$ cat config.mk
export PLATFORM = sky130hd
export DESIGN_NAME = ifr_mtx_seq
export DESIGN_NICKNAME = d
export VERILOG_FILES = /design/src/rtl/ifr_mtx_seq.sv
export SDC_FILE = /design/constraint.sdc
export NUM_CORES = 1
export LEC_CHECK = 0
export BUFFER_PORTS_ARGS = -buffer_cell sky130_fd_sc_hd__buf_2
export CORE_UTILIZATION = 55
export DETAILED_ROUTE_END_ITERATION = 16
export PLACE_DENSITY = 0.76
export SLEW_MARGIN = 20
export SYNTH_ARGS = -nofsm -noshare
export SYNTH_HDL_FRONTEND = slang
export SYNTH_SLANG_ARGS = --single-unit
$ cat constraint.sdc
create_clock -name clk -period 1.9 [get_ports clk]
set_input_delay 0.095 -clock clk [delete_from_list [all_inputs] [get_ports clk]]
set_output_delay 0.095 -clock clk [all_outputs]
set_load 0.02 [all_outputs]
$ cat src/rtl/ifr_mtx_seq.sv
module ifr_mtx_seq #(
  parameter int DW = 8,
  parameter int MAX_BYTES = 8
) (
  input  logic          clk,
  input  logic          rst_n,
  input  logic          arm_req,
  input  logic          eod_req,
  input  logic          dr_wr,
  input  logic [DW-1:0] dr_data,
  input  logic          rx_sof,
  input  logic          rx_eod,
  input  logic          rx_crc_ok,
  input  logic          rx_bus_err,
  input  logic          tx_done,
  input  logic          tx_lost,
  output logic          tx_sym_req,
  output logic [1:0]    tx_sym_kind,
  output logic          tx_bit,
  output logic          armed,
  output logic          tdre,
  output logic          lost_flg,
  output logic          len_flg
);
  localparam int BW = (DW > 1) ? $clog2(DW) : 1;
  localparam int CW = $clog2(MAX_BYTES + 1);
  localparam logic [1:0] K_NORM = 2'd0;
  localparam logic [1:0] K_DATA = 2'd1;
  localparam logic [1:0] K_EOD  = 2'd2;

  typedef enum logic [2:0] {S_IDLE, S_NORM, S_LOAD, S_BIT, S_PAD, S_EOD} st_t;

  st_t            st;
  logic           wait_q, eod_seen, dr_full, eod_pend, padn;
  logic [DW-1:0]  dr, sh;
  logic [BW-1:0]  bitn;
  logic [CW-1:0]  nbytes;

  wire in_tx = (st == S_NORM) || (st == S_BIT) || (st == S_PAD) || (st == S_EOD);
  wire resp  = wait_q && (tx_done || tx_lost);

  assign tx_sym_req  = in_tx && !wait_q;
  assign tx_sym_kind = (st == S_NORM) ? K_NORM : (st == S_EOD) ? K_EOD : K_DATA;
  assign tx_bit      = (st == S_PAD) ? 1'b1 : sh[DW-1];
  assign tdre        = !dr_full;

  always_ff @(posedge clk) begin
    if (!rst_n) begin
      st       <= S_IDLE;
      wait_q   <= 1'b0;
      eod_seen <= 1'b0;
      dr_full  <= 1'b0;
      eod_pend <= 1'b0;
      padn     <= 1'b0;
      dr       <= '0;
      sh       <= '0;
      bitn     <= '0;
      nbytes   <= '0;
      armed    <= 1'b0;
      lost_flg <= 1'b0;
      len_flg  <= 1'b0;
    end else begin
      if (tx_sym_req) wait_q <= 1'b1;
      else if (resp)  wait_q <= 1'b0;

      if (rx_sof)      eod_seen <= 1'b0;
      else if (rx_eod) eod_seen <= 1'b1;

      if (eod_req && armed)               eod_pend <= 1'b1;
      else if (st == S_IDLE && !armed)    eod_pend <= 1'b0;

      case (st)
        S_IDLE: begin
          if (arm_req && !eod_seen && !armed) begin
            armed    <= 1'b1;
            lost_flg <= 1'b0;
            len_flg  <= 1'b0;
          end
          if (armed && rx_eod) begin
            if (rx_crc_ok) begin
              st     <= S_NORM;
              nbytes <= '0;
            end else begin
              armed  <= 1'b0;
            end
          end
        end
        S_NORM: if (resp) begin
          if (tx_lost) begin
            lost_flg <= 1'b1;
            armed    <= 1'b0;
            st       <= S_IDLE;
          end else begin
            st <= S_LOAD;
          end
        end
        S_LOAD: begin
          if (dr_full) begin
            if (nbytes == CW'(MAX_BYTES)) begin
              len_flg <= 1'b1;
              armed   <= 1'b0;
              st      <= S_IDLE;
            end else begin
              sh      <= dr;
              dr_full <= 1'b0;
              nbytes  <= nbytes + 1'b1;
              bitn    <= '0;
              st      <= S_BIT;
            end
          end else if (eod_pend) begin
            st <= S_EOD;
          end else begin
            armed <= 1'b0;
            st    <= S_IDLE;
          end
        end
        S_BIT: if (resp) begin
          if (tx_lost) begin
            lost_flg <= 1'b1;
            armed    <= 1'b0;
            padn     <= 1'b0;
            st       <= (int'(bitn) >= DW - 2) ? S_PAD : S_IDLE;
          end else if (bitn == BW'(DW - 1)) begin
            st <= S_LOAD;
          end else begin
            bitn <= bitn + 1'b1;
            sh   <= {sh[DW-2:0], 1'b0};
          end
        end
        S_PAD: if (resp) begin
          if (padn) st <= S_IDLE;
          padn <= 1'b1;
        end
        S_EOD: if (resp) begin
          if (tx_lost) lost_flg <= 1'b1;
          armed <= 1'b0;
          st    <= S_IDLE;
        end
        default: st <= S_IDLE;
      endcase

      if (dr_wr && !eod_pend) begin
        dr      <= dr_data;
        dr_full <= 1'b1;
      end

      if (rx_bus_err) begin
        armed  <= 1'b0;
        st     <= S_IDLE;
        wait_q <= 1'b0;
      end
    end
  end
endmodule

==> results.md <==
* Antenna-violating nets left at 0
* Vertical extent of the die at 57.6 um
* Slew margin rel. at 66.8%
* Via count of the first global-routing pass at 1575
* Total number of nets in the final design at 262
* Setup repair after global routing missed its margin: no
* Overall global routing resource usage at 26.8%
* Number of flops mapped to enable cells by yosys at 0
* Power density relative to cell area at 642 nW/um^2
* Worst path cell trace: nand4bb_1, or2_0, nand2_1, a311oi_1
* Leakage Power at 0.758 nW
* Post-Syn Instances at 209
* Count of warnings emitted by yosys at 0
* Final cell count without fillers at 271
* Number of nets produced by synthesis at 232
* DRC violations left at 2
* RR Startpoint: st[1]
* Number of diodes at 0
* Endpoints failing hold at 0
* Detail Placement HPWL at 2.75 mm
* Post-synthesis to final-layout area growth at 15.3%
* Highest attainable clock frequency at 0.566 GHz
* Number of DRC violations after detailed-routing iteration 0 at 98
* Most used standard cells in the synthesized netlist: nand2_1 (40), dfxtp_1 (34), a21oi_1 (19), nor3_1 (10), nor2_1 (9)
* Library cell with the largest summed area after synthesis: dfxtp_1
* Run status: finished with violations
* Number of I/O port buffers at 26
* Synth area leaders: dfxtp_1 (40%), nand2_1 (8.8%), a21oi_1 (5.6%)
* CTS root buffer: clkbuf_4
* CTS sink count at 34
* Placeable Area at 2850 um^2
* Overall die width at 57.6 um
* Synthesized area per cell at 8.13 um^2
* Worst-path fanout max at 15
* Overflow left after global routing at 0
* Maximum buffer depth of the clock tree at 2
* Maximum capacitance violations at 0
* Final Skew at 10.5 ps
* Largest net degree at the start of global routing at 27
* Register-to-register setup slack at 130 ps
* Die area at 3320 um^2
* Launching element of the worst setup path: st[1]
* Pin slew with the least headroom to its limit at 497 ps
* Clk pin slew, worst setup/hold paths at 100 ps
* FFs w/ async S/R, synth at 0%
* Number of unique standard cell types used by synthesis at 47
* Post-Synthesis Cell Area at 1700 um^2
* Initial Util at 59.6%
* Total negative setup slack at 0 ps
* Detailed-route wire length per cell at 14.3 um
* Cell with the most instances after synthesis: nand2_1
* Crit Path Class: reg2reg
* First-pass GRT wire length at 6.84 mm
* Critical-path top delay cell: dfxtp_1
* Signal arrival time at the worst endpoint at 1970 ps
* Number of clock buffers inserted by TritonCTS at 5
* Violations in the final reports: DRC
* Final RePlAce weighted congestion at 0.882
* Crit path buffers/inverters at 0
* Number of endpoints failing setup at the final stage at 0
* Total vias in the final route at 1641
* Type of the worst min-delay path: in2reg
* Crit-path leading delay family: simple AND/OR/NAND/NOR gates
* DR vias/cell at 6.06
* Total design power at 1.26 mW
* I/O Pins at 27
* Req. time, crit path at 2100 ps
* Crit share post-route at 93.1%
* Source-to-sink clock delay at the later pin of the worst-skew pair at 330 ps
* Number of register bits inferred by synthesis at 34
* Wire length reported by the detailed router at 3.87 mm
* Top FF cell, synth: dfxtp_1
* Type of element launching the critical path: flip-flop
* Drt first pass iters at 10
* Sequential-to-total area share from yosys stat at 40.1%
* Stage delay of the slowest cell on the critical path at 600 ps
* Number of placed instances with taps included at 256
* H-Tree Level Count at 2
* Fraction of final layout cells sized beyond drive strength 1 at 18.8%
* Site row count at 19
* Final Slew Violations at 0
* VDD IR max at 0.508 mV
* Element type at the critical path end: flip-flop
* Post-layout minimum cycle time at 1770 ps
* Clock tree from TritonCTS: yes
* Startpoint of the tightest hold check path: dr_data[1]
* Initial antenna violation count at 0
* Area fraction of the dominant cell type after synthesis at 40.1%
[worst paths after layout]
kind	endpoint	depth (start not counted)
setup reg to reg	sh[1]	4
setup / recovery	sh[1]	4
hold reg to reg	dr[0]	2
hold / removal	dr[1]	3
[layout make-up]
class / count / area, um^2
Tap cell: 31 / 38.8
Sequential cell: 34 / 681
Timing Repair Buffer: 37 / 230
Inverter: 5 / 18.8
Multi-Input combinational cell: 156 / 931
Clock inverter: 1 / 5.00
Clock buffer: 7 / 55.1
Fill cell: 248 / 893
[flip-flops by register name, summed over array words and instances, names as in the netlist, 3 cells and up]
register / count
bitn: 3
dr: 8
nbytes: 4
sh: 8
st: 3
[where the power goes]
group | internal [mW] | switching [mW] | leakage [nW]
combinational | 0.0453 | 0.0548 | 0.447
clock | 0.179 | 0.239 | 0.0353
sequential | 0.726 | 0.0120 | 0.276
[kinds of logic (layout without fill, tap and decap cells)]
family	Yosys count	in the layout	share of synthesized area (%)
AOI/OAI and AO/OA	52	52	20.3
adders and majority gates	4	4	2.95
buffers and inverters	19	50	5.52
DFF	34	34	40.1
muxes	4	4	2.43
and+or+nand+nor	96	96	28.7
[repair_timing]
action,CTS,global route
setup buffers,0,0
gates resized for setup,0,2
endpoints found under the setup margin,0,8
hold endpoints to repair,6,1
hold buffers,6,1
[worst min-delay path, cell delays in order]
cell and delay (ps):
buf_2 100, nand2_1 50, a21oi_1 50
[per-layer routing]
layer  vias to the layer above  share of wire, %  GRT usage (%)
li1                        802                 -              -
met1                       769                45           33.6
met2                        59                48           45.7
met3                        11               5.6           6.58
met4                         0               1.5           7.32
met5                         -                 0              0
[cells in the final DEF (no fill, tap or decap), drive strengths merged, types with 2 or more instances in the layout]
master	Yosys	routed
nor2b	4	4
or2	3	3
clkinv	1	2
o21ai	8	8
a31oi	2	2
nor3	10	10
mux2i	3	3
dlygate4sd3	0	7
clkbuf	4	7
buf	10	30
o21a	3	3
nand2b	5	5
nand3	8	8
a21oi	19	19
nor2	11	11
and3b	2	2
nand2	40	40
dfxtp	34	34
inv	4	4
o211ai	3	3
nor3b	5	5
and3	2	2
ha	4	4
a311oi	8	8
[metrics by stage]
stage	area [um^2]	hold WS, ps	worst slack (ps)	utilization [%]
2_1_floorplan	1700	172	324	-
3_3_place_gp	1820	260	196	63.9
3_5_place_dp	1820	265	133	63.9
4_1_cts	1940	1.38	99.9	68.1
5_1_grt	1960	20.1	17.7	68.7
6_report	1960	13.9	132	68.7
(Power assumes the default switching activity.)
